===== src/rtl/dmsg_pkg.sv =====
package dmsg_pkg;

    typedef enum logic [1:0] {
        CLS_NONE  = 2'd0,
        CLS_DATA  = 2'd1,
        CLS_CTRL  = 2'd2,
        CLS_MAINT = 2'd3
    } dmsg_class_e;

    typedef enum logic [3:0] {
        ST_HUNT,
        ST_SYN1,
        ST_SYN2,
        ST_HDR,
        ST_HCRC_LO,
        ST_HCRC_HI,
        ST_DATA,
        ST_DCRC_LO,
        ST_DCRC_HI
    } dmsg_state_e;

endpackage


===== src/rtl/dmsg_crc16.sv =====
module dmsg_crc16 #(
    parameter int                 CRC_W = 16,
    parameter logic [CRC_W-1:0]   POLY  = 16'h1021
) (
    input  logic [CRC_W-1:0] crc_in,
    input  logic [7:0]       byte_in,
    output logic [CRC_W-1:0] crc_out
);
    logic [CRC_W-1:0] acc;
    logic             fb;

    // one byte, most significant bit first
    always_comb begin
        acc = crc_in;
        fb  = 1'b0;
        for (int i = 7; i >= 0; i--) begin
            fb  = acc[CRC_W-1] ^ byte_in[i];
            acc = {acc[CRC_W-2:0], 1'b0} ^ (fb ? POLY : '0);
        end
        crc_out = acc;
    end
endmodule


===== src/rtl/dmsg_class_dec.sv =====
module dmsg_class_dec
    import dmsg_pkg::*;
#(
    parameter logic [7:0] DATA_CODE  = 8'h81,
    parameter logic [7:0] CTRL_CODE  = 8'h05,
    parameter logic [7:0] MAINT_CODE = 8'h90
) (
    input  logic [7:0]  code_in,
    output dmsg_class_e cls_out
);
    always_comb begin
        unique case (code_in)
            DATA_CODE:  cls_out = CLS_DATA;
            CTRL_CODE:  cls_out = CLS_CTRL;
            MAINT_CODE: cls_out = CLS_MAINT;
            default:    cls_out = CLS_NONE;
        endcase
    end
endmodule


===== src/rtl/dmsg_rx.sv =====
module dmsg_rx
    import dmsg_pkg::*;
#(
    parameter logic [7:0]  SYNC_CODE  = 8'h96,
    parameter logic [7:0]  DATA_CODE  = 8'h81,
    parameter logic [7:0]  CTRL_CODE  = 8'h05,
    parameter logic [7:0]  MAINT_CODE = 8'h90,
    parameter int          CNT_W      = 14,
    parameter int          CRC_W      = 16,
    parameter logic [15:0] CRC_POLY   = 16'h1021
) (
    input  logic        clk,
    input  logic        rst_n,
    input  logic        in_valid,
    input  logic [7:0]  in_data,
    output logic        in_ready,
    output logic        dout_valid,
    output logic [7:0]  dout_data,
    output logic        dout_sop,
    output logic        dout_eop,
    input  logic        dout_ready,
    output logic        hdr_valid,
    output logic [1:0]  hdr_class,
    output logic [15:0] hdr_lead,
    output logic [7:0]  hdr_mid0,
    output logic [7:0]  hdr_mid1,
    output logic [7:0]  hdr_addr,
    output logic        stat_valid,
    output logic [1:0]  stat_class,
    output logic        stat_hdr_err,
    output logic        stat_data_err
);
    localparam logic [2:0] HDR_LAST = 3'd4;   // five header bytes, index 0..4

    typedef struct packed {
        dmsg_state_e        st;
        dmsg_class_e        cls;
        logic [2:0]         idx;
        logic [15:0]        lead;
        logic [7:0]         mid0;
        logic [7:0]         mid1;
        logic [7:0]         addr;
        logic [CRC_W-1:0]   crc;
        logic [7:0]         crc_lo;
        logic [CNT_W-1:0]   left;
        logic               hdr_v;
        logic               stat_v;
        dmsg_class_e        stat_cls;
        logic               stat_herr;
        logic               stat_derr;
    } regs_t;

    regs_t r_q, r_d;

    logic             take;
    logic [CRC_W-1:0] crc_seed;
    logic [CRC_W-1:0] crc_next;
    logic [CRC_W-1:0] crc_rx;
    dmsg_class_e      cls_dec;
    logic             in_data_ph;

    dmsg_crc16 #(.CRC_W(CRC_W), .POLY(CRC_POLY[CRC_W-1:0])) u_crc (
        .crc_in  (crc_seed),
        .byte_in (in_data),
        .crc_out (crc_next)
    );

    dmsg_class_dec #(
        .DATA_CODE  (DATA_CODE),
        .CTRL_CODE  (CTRL_CODE),
        .MAINT_CODE (MAINT_CODE)
    ) u_dec (
        .code_in (in_data),
        .cls_out (cls_dec)
    );

    assign in_data_ph = (r_q.st == ST_DATA);
    assign in_ready   = !in_data_ph || dout_ready;
    assign take       = in_valid && in_ready;
    assign crc_seed   = (r_q.st == ST_SYN2) ? '0 : r_q.crc;
    assign crc_rx     = {in_data, r_q.crc_lo};

    always_comb begin
        r_d        = r_q;
        r_d.hdr_v  = 1'b0;
        r_d.stat_v = 1'b0;
        if (take) begin
            unique case (r_q.st)
                ST_HUNT: begin
                    if (in_data == SYNC_CODE) r_d.st = ST_SYN1;
                end
                ST_SYN1: begin
                    r_d.st = (in_data == SYNC_CODE) ? ST_SYN2 : ST_HUNT;
                end
                ST_SYN2: begin
                    if (cls_dec != CLS_NONE) begin
                        r_d.cls = cls_dec;
                        r_d.crc = crc_next;
                        r_d.idx = '0;
                        r_d.st  = ST_HDR;
                    end else if (in_data != SYNC_CODE) begin
                        r_d.st = ST_HUNT;
                    end
                end
                ST_HDR: begin
                    r_d.crc = crc_next;
                    r_d.idx = r_q.idx + 3'd1;
                    unique case (r_q.idx)
                        3'd0:    r_d.lead[7:0]  = in_data;
                        3'd1:    r_d.lead[15:8] = in_data;
                        3'd2:    r_d.mid0       = in_data;
                        3'd3:    r_d.mid1       = in_data;
                        default: r_d.addr       = in_data;
                    endcase
                    if (r_q.idx == HDR_LAST) r_d.st = ST_HCRC_LO;
                end
                ST_HCRC_LO: begin
                    r_d.crc_lo = in_data;
                    r_d.st     = ST_HCRC_HI;
                end
                ST_HCRC_HI: begin
                    r_d.crc       = '0;
                    r_d.stat_cls  = r_q.cls;
                    r_d.stat_herr = 1'b0;
                    r_d.stat_derr = 1'b0;
                    r_d.st        = ST_HUNT;
                    if (r_q.crc != crc_rx) begin
                        r_d.stat_v    = 1'b1;
                        r_d.stat_herr = 1'b1;
                    end else begin
                        r_d.hdr_v = 1'b1;
                        if (r_q.cls == CLS_CTRL || r_q.lead[CNT_W-1:0] == '0) begin
                            r_d.stat_v = 1'b1;
                        end else begin
                            r_d.left = r_q.lead[CNT_W-1:0];
                            r_d.st   = ST_DATA;
                        end
                    end
                end
                ST_DATA: begin
                    r_d.crc  = crc_next;
                    r_d.left = r_q.left - 1'b1;
                    if (r_q.left == CNT_W'(1)) r_d.st = ST_DCRC_LO;
                end
                ST_DCRC_LO: begin
                    r_d.crc_lo = in_data;
                    r_d.st     = ST_DCRC_HI;
                end
                ST_DCRC_HI: begin
                    r_d.stat_v    = 1'b1;
                    r_d.stat_derr = (r_q.crc != crc_rx);
                    r_d.st        = ST_HUNT;
                end
                default: r_d.st = ST_HUNT;
            endcase
        end
    end

    always_ff @(posedge clk) begin
        if (!rst_n) r_q <= '0;
        else        r_q <= r_d;
    end

    assign dout_valid    = in_valid && in_data_ph;
    assign dout_data     = in_data;
    assign dout_sop      = in_data_ph && (r_q.left == r_q.lead[CNT_W-1:0]);
    assign dout_eop      = in_data_ph && (r_q.left == CNT_W'(1));
    assign hdr_valid     = r_q.hdr_v;
    assign hdr_class     = r_q.cls;
    assign hdr_lead      = r_q.lead;
    assign hdr_mid0      = r_q.mid0;
    assign hdr_mid1      = r_q.mid1;
    assign hdr_addr      = r_q.addr;
    assign stat_valid    = r_q.stat_v;
    assign stat_class    = r_q.stat_cls;
    assign stat_hdr_err  = r_q.stat_herr;
    assign stat_data_err = r_q.stat_derr;

    // a good header is never reported together with a header error
    assert_hdr_excl_err_R5: assert property (@(posedge clk) disable iff (!rst_n)
        hdr_valid |-> !(stat_valid && stat_hdr_err));

    // control frames finish with their header
    assert_ctrl_ends_hdr_R8: assert property (@(posedge clk) disable iff (!rst_n)
        (stat_valid && stat_class == CLS_CTRL && !stat_hdr_err) |-> hdr_valid);

    // a data error only for frames that had a data field
    assert_derr_class_R7: assert property (@(posedge clk) disable iff (!rst_n)
        (stat_valid && stat_data_err) |-> (stat_class != CLS_CTRL && !stat_hdr_err));

    // after the last data byte the CRC bytes follow, not more data
    assert_eop_then_crc_R6: assert property (@(posedge clk) disable iff (!rst_n)
        (dout_valid && dout_ready && dout_eop) |=> !dout_valid);

    // start marker only once per data field
    assert_sop_once_R6: assert property (@(posedge clk) disable iff (!rst_n)
        (dout_valid && dout_ready && dout_sop && !dout_eop) |=> !dout_sop);

    // stalls happen only on offered data bytes
    assert_stall_data_R10: assert property (@(posedge clk) disable iff (!rst_n)
        (!in_ready && in_valid) |-> dout_valid);

    // after a status pulse the receiver is hunting
    assert_hunt_after_stat_R11: assert property (@(posedge clk) disable iff (!rst_n)
        stat_valid |-> !dout_valid);

endmodule


===== config.mk =====
export PLATFORM = sky130hd
export DESIGN_NAME = dmsg_rx
export DESIGN_NICKNAME = d
export VERILOG_FILES = /design/src/rtl/dmsg_pkg.sv /design/src/rtl/dmsg_crc16.sv /design/src/rtl/dmsg_class_dec.sv /design/src/rtl/dmsg_rx.sv
export SDC_FILE = /design/constraint.sdc
export NUM_CORES = 1
export LEC_CHECK = 0
export ABC_AREA = 1
export BUFFER_PORTS_ARGS = -buffer_cell sky130_fd_sc_hd__buf_2
export CAP_MARGIN = 20
export CORE_ASPECT_RATIO = 1.1
export CORE_UTILIZATION = 57
export CTS_CLUSTER_DIAMETER = 120
export DETAILED_ROUTE_END_ITERATION = 10
export GPL_TIMING_DRIVEN = 0
export PLACE_DENSITY = 0.79
export SLEW_MARGIN = 20
export SYNTH_ARGS = -nofsm -noshare
export SYNTH_HDL_FRONTEND = slang
export SYNTH_SLANG_ARGS = --single-unit

===== constraint.sdc =====
create_clock -name clk -period 1.9 [get_ports clk]
set_input_delay 0.095 -clock clk [delete_from_list [all_inputs] [get_ports clk]]
set_output_delay 0.095 -clock clk [all_outputs]
set_load 0.05 [all_outputs]

==> results of run 1 <==
layout make-up:
class | count | area, sq um | share of cell area [%]
Multi-Input combinational cell | 623 | 3110 | 45.5
Sequential cell | 93 | 1890 | 27.7
Timing Repair Buffer | 95 | 577 | 8.42
Buffer | 76 | 563 | 8.22
Inverter | 98 | 378 | 5.52
Tap cell | 120 | 150 | 2.19
Clock buffer | 10 | 128 | 1.86
Clock inverter | 6 | 46.3 | 0.676
synthesized netlist by cell type, types with 2 or more instances:
| master | n | area, sq um |
|---|---|---|
| dfxtp_1 | 93 | 1860 |
| inv_1 | 84 | 315 |
| inv_2 | 13 | 48.8 |
| nand2_4 | 9 | 101 |
| ha_1 | 7 | 87.6 |
| a21oi_1 | 84 | 420 |
| clkbuf_1 | 13 | 48.8 |
| nor2_1 | 144 | 541 |
| nor2_8 | 3 | 60.1 |
| nor3_1 | 3 | 15.0 |
| nand4_1 | 15 | 93.8 |
| nand3_1 | 53 | 265 |
| nand3_4 | 4 | 70.1 |
| nand3b_1 | 3 | 22.5 |
| buf_4 | 54 | 405 |
| o21ai_0 | 41 | 205 |
| xnor2_1 | 4 | 35.0 |
| nand2_2 | 4 | 25.0 |
| xor2_1 | 2 | 17.5 |
| buf_2 | 2 | 10.0 |
| nand2_1 | 225 | 845 |
| buf_6 | 8 | 90.1 |
| nor2_2 | 3 | 18.8 |
| nor2_4 | 3 | 33.8 |
worst max path at each step:
stage | from | end | cells after the start
after CTS | r_q[89] | dout_sop | 9
after floorplan | r_q[90] | dout_sop | 7
after global placement | r_q[90] | dout_sop | 8
final | r_q[92] | dout_sop | 9
after detailed placement | r_q[90] | dout_sop | 8
after global routing | r_q[92] | dout_sop | 9
sequential cells by signal, indices dropped and copies added, names as in the netlist:
name and count:
stat_hdr_err 1, crc_rx 8, hdr_lead 16, hdr_mid1 8, stat_data_err 1, stat_class 2
hdr_class 2, r_q 37, hdr_valid 1, stat_valid 1, hdr_mid0 8, hdr_addr 8
per-layer routing:
| metal | up-vias | share of wire, % | global-route usage, % |
|---|---|---|---|
| met5 | - | 0 | 0 |
| met4 | 0 | 3.2 | 12.3 |
| met1 | 2633 | 41 | 38.0 |
| met3 | 41 | 6.3 | 4.22 |
| li1 | 2987 | - | - |
| met2 | 253 | 50 | 57.5 |
logic make-up (layout without fill, tap and decap cells):
kind of cell / Yosys count / after routing / synth area share [%]
compound gates: 133 / 133 / 12.1
xor+xnor: 6 / 6 / 0.907
fa+ha+maj: 7 / 7 / 1.51
buf+inv: 175 / 285 / 16.0
flops: 93 / 93 / 32.1
simple gates: 477 / 477 / 37.4
report_power, final:
group          total, uW  internal [uW]  switching (uW)
clock               1250            485             760
combinational        299           74.5             225
sequential          1960           1950            5.71
stage by stage:
stage	TNS, ps	cell area [sq um]	power [uW]	hold slack (ps)	cells
6_report	-53.7	6850	3500	104	1121
5_1_grt	-588	6850	3620	131	1121
4_1_cts	-75.4	6540	3510	103	1099
3_5_place_dp	-201	6290	2290	461	1081
3_3_place_gp	-250	6290	2290	461	1081
2_1_floorplan	0	5790	2200	285	891
repair_timing:
item | 4_1_cts | 5_1_grt
endpoints found under the setup margin | 7 | 55
pin swaps | 3 | 20
hold endpoints to repair | 0 | 0
buffers inserted | 2 | 21
resized for setup | 24 | 47
gates cloned | 0 | 2
worst reg2reg max path, cell delays in order, from the launching register on:
cell,delay [ps]
dfxtp_2,370
inv_2,60
nand2_4,100
nor2_8,60
buf_4,150
nand2_4,90
nand2_8,90
inv_8,80
nand2_4,70
nand2_4,90
nand2_8,70
nor2_4,160
buf_2,190
nand3_1,90
a21oi_1,130
==> impl_metrics.json, run 1 <==
{
  "status": "complete, but fails checks",
  "violations": "DRC, setup timing",
  "maxSlewHeadroom_pct": 45.9,
  "async_reset_ff_share_pct": 0,
  "n_antenna_cell": 0,
  "fmax_ghz": 0.512,
  "final_cell_mix": "nand2_1, nor2_1, inv_1",
  "std_cell_rows": 38,
  "core_sq_um": 9890,
  "die_area_sq_um": 10600,
  "clkSinkCount": 93,
  "drc": 3,
  "hold_violations": 0,
  "netlist_area_sq_um": 5790,
  "rsz0062_at_grt": "yes",
  "grt_max_degree": 17,
  "cp_common_cell": "buf_6",
  "grt_pass1_vias": 5196,
  "path_buf_inv": 3,
  "ctsHtreeMaxLevel": 3,
  "timing.rr.start": "r_q[92]",
  "syn2layout_area_growth_pct": 18.3,
  "cp_cell_sequence": "inv_2 -> nand2_4 -> nor2_8 -> buf_6 -> nand3_4 -> a221oi_2 -> nand4_1 -> nor2_2 -> buf_6",
  "via_count": 5914,
  "cts-root-buf": "clkbuf_8",
  "layout_commonest_cell": "nand2_1",
  "wire_per_inst_um": 15.1,
  "insertion_delay_ps": 390,
  "finalWorstSetupSlack_ps": -53.7,
  "ir_drop_uv": 341,
  "overflow": 0,
  "dr.pass1.iters": 8,
  "final_util_pct": 69.3,
  "holdPathEnd": "hdr_lead[4]",
  "port_buffers": 70,
  "crit_required_ps": 1800,
  "hp-start": "in_data[4]",
  "clock-skew-final_ps": 17.2,
  "place_congestion": 0.929,
  "yosys_warnings": 0,
  "die_h_um": 108,
  "synthCells": 891,
  "numCtsBuffers": 9,
  "synth_edf_count": 0,
  "reg2reg_to": "r_q[34]",
  "die_w_um": 98.1,
  "max_cap_viol_count": 0,
  "nets": 1015,
  "synth_ff_type": "dfxtp_1",
  "worst_slew_pin_slew_ps": 812,
  "powerDensity_nw_per_um2": 511,
  "worst_r2r_path_depth": 14,
  "hpwl_um": 12400,
  "avgSynthCellArea_sq_um": 6.50,
  "worst-r2r-setup-slack_ps": 30,
  "setup_viol": 1,
  "min_path_type": "primary input to flip-flop",
  "viasPerCell": 5.28,
  "cts_buffer_depth": 2,
  "holdBufCountCts": 0,
  "final_max_slew_viol_count": 0,
  "slowest_delay_ps": 350,
  "drive_gt1_share_pct": 26.7,
  "initial_core_util_pct": 58.6,
  "post-route-period-util_pct": 103,
  "drt_iter0_drc": 370,
  "ant_nets": 0,
  "seq_area_frac_synth_pct": 32.1,
  "cp-start-kind": "flip-flop",
  "fin_crit_ps": 1950,
  "synth-seq-cells": 93,
  "cp_data_arrival_time_ps": 1860,
  "routed_wl_um": 17000,
  "grt_pass1_wl_um": 26000,
  "hold_path_depth": 3,
  "p_leak_uw": 0.00336,
  "cp_max_fo": 4,
  "clk_pin_slew_worst_paths_ps": 100,
  "ys_types": 41,
  "place_ws_ps": -95.7,
  "fill_cells": 942,
  "endpoint_kind": "output pin",
  "crit_type": "flip-flop to output pin",
  "ios": 72,
  "grt_antenna_before_repair": 0,
  "cts_tree": "built",
  "grtUsageTotal_pct": 31.8,
  "synth_nets": 910,
  "crit_slowest_cell": "dfxtp_2",
  "cpLargestDelayFamily": "simple AND/OR/NAND/NOR gates"
}
Note: power is estimated with default switching activity, not from simulation.
==> inputs of run 2 (changes only) <==
==> constraint.sdc (replaced) <==
create_clock -name clk -period 2.2 [get_ports clk]
set_input_delay 0.11 -clock clk [delete_from_list [all_inputs] [get_ports clk]]
set_output_delay 0.11 -clock clk [all_outputs]
set_load 0.05 [all_outputs]
==> impl_metrics.json, run 2 (synthesized netlist as in run 1, its figures left out) <==
{
  "cts_buffer_depth": 2,
  "crit_path_start": "r_q[92]",
  "grt_pass1_wl_um": 25600,
  "grt_antenna_before_repair": 0,
  "crit_required_ps": 2090,
  "core_sq_um": 9890,
  "rsz0062_at_grt": "yes",
  "nets": 995,
  "initial_core_util_pct": 58.6,
  "violations": "DRC",
  "sequentialPowerShare_pct": 53.2,
  "maxSlewHeadroom_pct": 47.6,
  "final_util_pct": 66.1,
  "port_buffers": 70,
  "fmax_ghz": 0.471,
  "p_sw_uw": 814,
  "drive_gt1_share_pct": 20.4,
  "wire_per_inst_um": 14.8,
  "min_path_type": "primary input to flip-flop",
  "max_cap_viol_count": 0,
  "timing.rr.start": "r_q[92]",
  "post-route-period-util_pct": 96.6,
  "worst_r2r_path_depth": 14,
  "worst_slew_pin_slew_ps": 785,
  "top_register": "r_q",
  "powerDensity_nw_per_um2": 486,
  "numCtsBuffers": 9,
  "cts-root-buf": "clkbuf_8",
  "cp_max_fo": 9,
  "endpoint_kind": "output pin",
  "n_antenna_cell": 0,
  "final_max_slew_viol_count": 0,
  "ios": 72,
  "ctsHtreeMaxLevel": 3,
  "p_leak_uw": 0.00324,
  "clkPwrFrac_pct": 38.7,
  "ant_nets": 0,
  "viasPerCell": 5.27,
  "cp-endpoint": "dout_sop",
  "overflow": 0,
  "reg2reg_to": "r_q[34]",
  "layout_commonest_cell": "nand2_1",
  "syn2layout_area_growth_pct": 12.9,
  "cts_tree": "built",
  "ir_drop_uv": 344,
  "finalWorstSetupSlack_ps": 74.8,
  "via_count": 5798,
  "final_cell_mix": "nand2_1, nor2_1, dfxtp_1",
  "worst-r2r-setup-slack_ps": 220,
  "grt_pass1_vias": 5219,
  "die_area_sq_um": 10600,
  "grtUsageTotal_pct": 31.3,
  "dr.pass1.iters": 8,
  "p_sw_share_pct": 25.6,
  "drt_iter0_drc": 393,
  "fill_cells": 968,
  "place_congestion": 0.977,
  "insertion_delay_ps": 370,
  "combPwrFrac_pct": 8.0,
  "die_w_um": 98.1,
  "die_h_um": 108,
  "clock-skew-final_ps": 5.85,
  "status": "complete, but fails checks",
  "clk_pin_slew_worst_paths_ps": 90,
  "setup_viol": 0,
  "grt_max_degree": 15,
  "power_uw": 3180,
  "place_ws_ps": 176,
  "largest_reg_flops": 37,
  "hold_violations": 0,
  "cp-start-kind": "flip-flop",
  "hpwl_um": 12200,
  "clkSinkCount": 93,
  "cp_data_arrival_time_ps": 2020,
  "routed_wl_um": 16300,
  "intPower_uw": 2360,
  "drc": 2,
  "std_cell_rows": 38,
  "fin_crit_ps": 2130,
  "crit_type": "flip-flop to output pin"
}
-- run 2: cell types whose count changed in the layout (fill, tap and decap cells not counted), sizes merged --
cell,previous run,this run
buf,160,138
clkbuf,21,25
clkinvlp,2,0
inv,100,98
bufinv,0,1
-- run 2: layout make-up --
| type | count | area, sq um | area share, % |
|---|---|---|---|
| Clock inverter | 3 | 43.8 | 0.670 |
| Clock buffer | 12 | 165 | 2.53 |
| Buffer | 76 | 551 | 8.42 |
| Inverter | 98 | 370 | 5.66 |
| Tap cell | 120 | 150 | 2.30 |
| Sequential cell | 93 | 1860 | 28.5 |
| Multi-Input combinational cell | 623 | 3010 | 46.0 |
| Timing Repair Buffer | 75 | 390 | 5.97 |
-- run 2: per-layer routing --
metal	vias to the layer above	part of all wire, %	wire length, um	track usage [%]
met2	190	47	7700	54.8
li1	2935	-	-	-
met4	0	5.1	829	18.5
met1	2612	43	6940	36.5
met5	-	0	0	0
met3	61	4.9	805	4.42
-- run 2: how the worst min path moves through the flow --
stage | end | start | slack [ps] | depth (start not counted)
2_1_floorplan | hdr_lead[4] | in_data[4] | 300 | 2
3_3_place_gp | crc_rx[3] | crc_rx[3] | 460 | 2
3_5_place_dp | crc_rx[4] | crc_rx[4] | 460 | 2
4_1_cts | hdr_lead[4] | in_data[4] | 140 | 3
5_1_grt | crc_rx[5] | in_data[5] | 170 | 3
6_report | hdr_lead[4] | in_data[4] | 140 | 3
-- run 2: power groups by stage --
stage	Clock [uW]	Sequential, uW	Combinational, uW
2_1_floorplan	0	1730	163
3_3_place_gp	0	1730	249
3_5_place_dp	0	1730	250
4_1_cts	1240	1690	252
5_1_grt	1320	1690	277
6_report	1230	1690	256
-- run 2: timing repair --
action	in CTS	in global routing
hold buffers	0	0
resized for setup	2	2
endpoints found under the hold margin	0	0
setup endpoints to repair	1	3
pin swaps	1	1
setup buffers	0	5
-- run 2: worst max-delay path, cell delays in order (launching register included) --
cell and delay (ps):
dfxtp_1 340, inv_1 90, nand2_2 120, nor2_8 190, nand3_1 90, a221oi_1 230, nand4_1 200, nor2_1 160
buf_4 210
-- run 2: through the flow --
stage / area (sq um) / hold WS (ps) / setup TNS, ps / std cells
final: 6540 / 143 / 0 / 1100
after detailed placement: 6290 / 462 / 0 / 1081
after CTS: 6500 / 142 / 0 / 1095
after floorplan: 5790 / 300 / 0 / 891
after global routing: 6540 / 166 / -91.2 / 1100
after global placement: 6290 / 456 / 0 / 1081
==> inputs of run 3 (changes only) <==
--- a/config.mk
+++ b/config.mk
@@ -9,11 +9,11 @@
 export BUFFER_PORTS_ARGS = -buffer_cell sky130_fd_sc_hd__buf_2
 export CAP_MARGIN = 20
 export CORE_ASPECT_RATIO = 1.1
-export CORE_UTILIZATION = 57
+export CORE_UTILIZATION = 52
 export CTS_CLUSTER_DIAMETER = 120
 export DETAILED_ROUTE_END_ITERATION = 10
 export GPL_TIMING_DRIVEN = 0
-export PLACE_DENSITY = 0.79
+export PLACE_DENSITY = 0.73
 export SLEW_MARGIN = 20
 export SYNTH_ARGS = -nofsm -noshare
 export SYNTH_HDL_FRONTEND = slang
==> impl_metrics.json, run 3 (synthesized netlist as in run 1, its figures left out) <==
{
  "slowest_delay_ps": 420,
  "drc": 0,
  "hp-start": "in_data[1]",
  "port_buffers": 70,
  "grt_pass1_vias": 5261,
  "drt_iter0_drc": 491,
  "final_cell_mix": "nand2_1, nor2_1, dfxtp_1",
  "cts-root-buf": "clkbuf_16",
  "min_path_type": "primary input to flip-flop",
  "hold_violations": 0,
  "ir_drop_uv": 299,
  "layout_commonest_cell": "nand2_1",
  "cp_cell_sequence": "inv_1 -> nand2_2 -> nor2_8 -> buf_4 -> inv_2 -> clkbuf_1 -> nor2_1 -> buf_2",
  "clkSinkCount": 93,
  "place_area_sq_um": 6330,
  "clock-skew-final_ps": 8.41,
  "crit_type": "flip-flop to output pin",
  "rsz0062_at_grt": "no",
  "syn2layout_area_growth_pct": 15.5,
  "grtUsageTotal_pct": 30.3,
  "crit_slowest_cell": "clkbuf_1",
  "fill_cells": 1106,
  "ios": 72,
  "place_congestion": 0.913,
  "crit_required_ps": 2090,
  "die_w_um": 103,
  "die_area_sq_um": 11600,
  "fmax_ghz": 0.481,
  "cp-start-kind": "flip-flop",
  "worst_r2r_path_depth": 14,
  "power_uw": 3570,
  "clk_pin_slew_worst_paths_ps": 70,
  "finalNonFillerCells": 1129,
  "design_area_sq_um": 6690,
  "worst_slew_pin_slew_ps": 781,
  "numCtsBuffers": 9,
  "overflow": 0,
  "fin_crit_ps": 2080,
  "timing.rr.start": "r_q[92]",
  "multiInputGateArea_sq_um": 3010,
  "seqCellArea_sq_um": 1860,
  "core_sq_um": 10900,
  "status": "finished, final reports clean",
  "cts_tree": "built",
  "initial_core_util_pct": 53.3,
  "n_antenna_cell": 0,
  "ant_nets": 0,
  "grt_pass1_wl_um": 26700,
  "hold_path_depth": 3,
  "path_buf_inv": 5,
  "maxSlewHeadroom_pct": 47.9,
  "fin_setup_tns_ps": 0,
  "holdPathEnd": "crc_rx[1]",
  "std_cell_rows": 40,
  "final_max_slew_viol_count": 0,
  "reg2reg_to": "r_q[34]",
  "max_cap_viol_count": 0,
  "worst-r2r-setup-slack_ps": 200,
  "routed_wl_um": 16900,
  "viasPerCell": 5.15,
  "grt_antenna_before_repair": 0,
  "insertion_delay_ps": 340,
  "place_inst": 1108,
  "cp_data_arrival_time_ps": 1970,
  "dr.pass1.iters": 5,
  "grt_max_degree": 16,
  "cpLargestDelayFamily": "buffers and inverters",
  "wire_per_inst_um": 15.0,
  "endpoint_kind": "output pin",
  "via_count": 5818,
  "powerDensity_nw_per_um2": 533,
  "setup_viol": 0,
  "die_h_um": 113,
  "cts_buffer_depth": 2,
  "cp_max_fo": 10,
  "holdBufCountCts": 0,
  "largest_reg_flops": 37,
  "nets": 996,
  "top_register": "r_q",
  "p_leak_uw": 0.00328,
  "post-route-period-util_pct": 94.5,
  "drive_gt1_share_pct": 20.7,
  "ctsHtreeMaxLevel": 3,
  "hpwl_um": 12700
}
run 3: stage by stage:
stage               setup slack, ps  util, %  hold WS, ps
floorplan                       206        -          300
global placement                129     58.2          454
global route                   8.30     61.6          198
detailed placement              134     58.2          460
finish                          120     61.6          182
CTS                            5.92     61.1          179
run 3: cell type report:
cell class                      count  area share (%)
Multi-Input combinational cell    623            45.1
Clock inverter                      5           0.879
Inverter                           98            5.54
Sequential cell                    93            27.8
Clock buffer                       11            3.78
Tap cell                          147            2.75
Timing Repair Buffer               76            5.95
Buffer                             76            8.21
run 3: worst max-delay path by stage:
stage             from  endpoint  cells after the start
2_1_floorplan  r_q[90]  dout_sop                      7
3_3_place_gp   r_q[90]  dout_sop                      8
3_5_place_dp   r_q[90]  dout_sop                      8
4_1_cts        r_q[91]  dout_sop                      7
5_1_grt        r_q[92]  dout_eop                      8
6_report       r_q[92]  dout_eop                      8
run 3: what timing repair did:
item / 4_1_cts / 5_1_grt
endpoints found under the hold margin: 0 / 0
endpoints found under the setup margin: 1 / 2
setup buffers: 0 / 6
pin swaps: 0 / 2
gates resized for setup: 2 / 2
run 3: routing by layer:
| layer | vias to the layer above | global-route usage, % | routed length (um) |
|---|---|---|---|
| li1 | 2937 | - | - |
| met1 | 2625 | 38.3 | 7080 |
| met2 | 215 | 50.6 | 8130 |
| met3 | 41 | 4.14 | 1020 |
| met4 | 0 | 14.2 | 653 |
| met5 | - | 0 | 0 |
run 3: report_power, final:
part,leakage (uW),switching [uW],internal [uW]
clock,0.000148,673,943
combinational,0.00239,194,63.1
sequential,0.000749,4.54,1690
run 3: worst reg2reg max path, stage by stage (launching register included):
cell	delay (ps)
dfxtp_1	380
inv_1	80
nand2_2	150
nor2_8	60
buf_4	140
nand2_4	90
nand2_8	80
inv_4	90
nand2_4	70
nand2_4	90
nand2_4	110
nor2_4	160
buf_6	160
nand3_1	120
a21oi_1	140
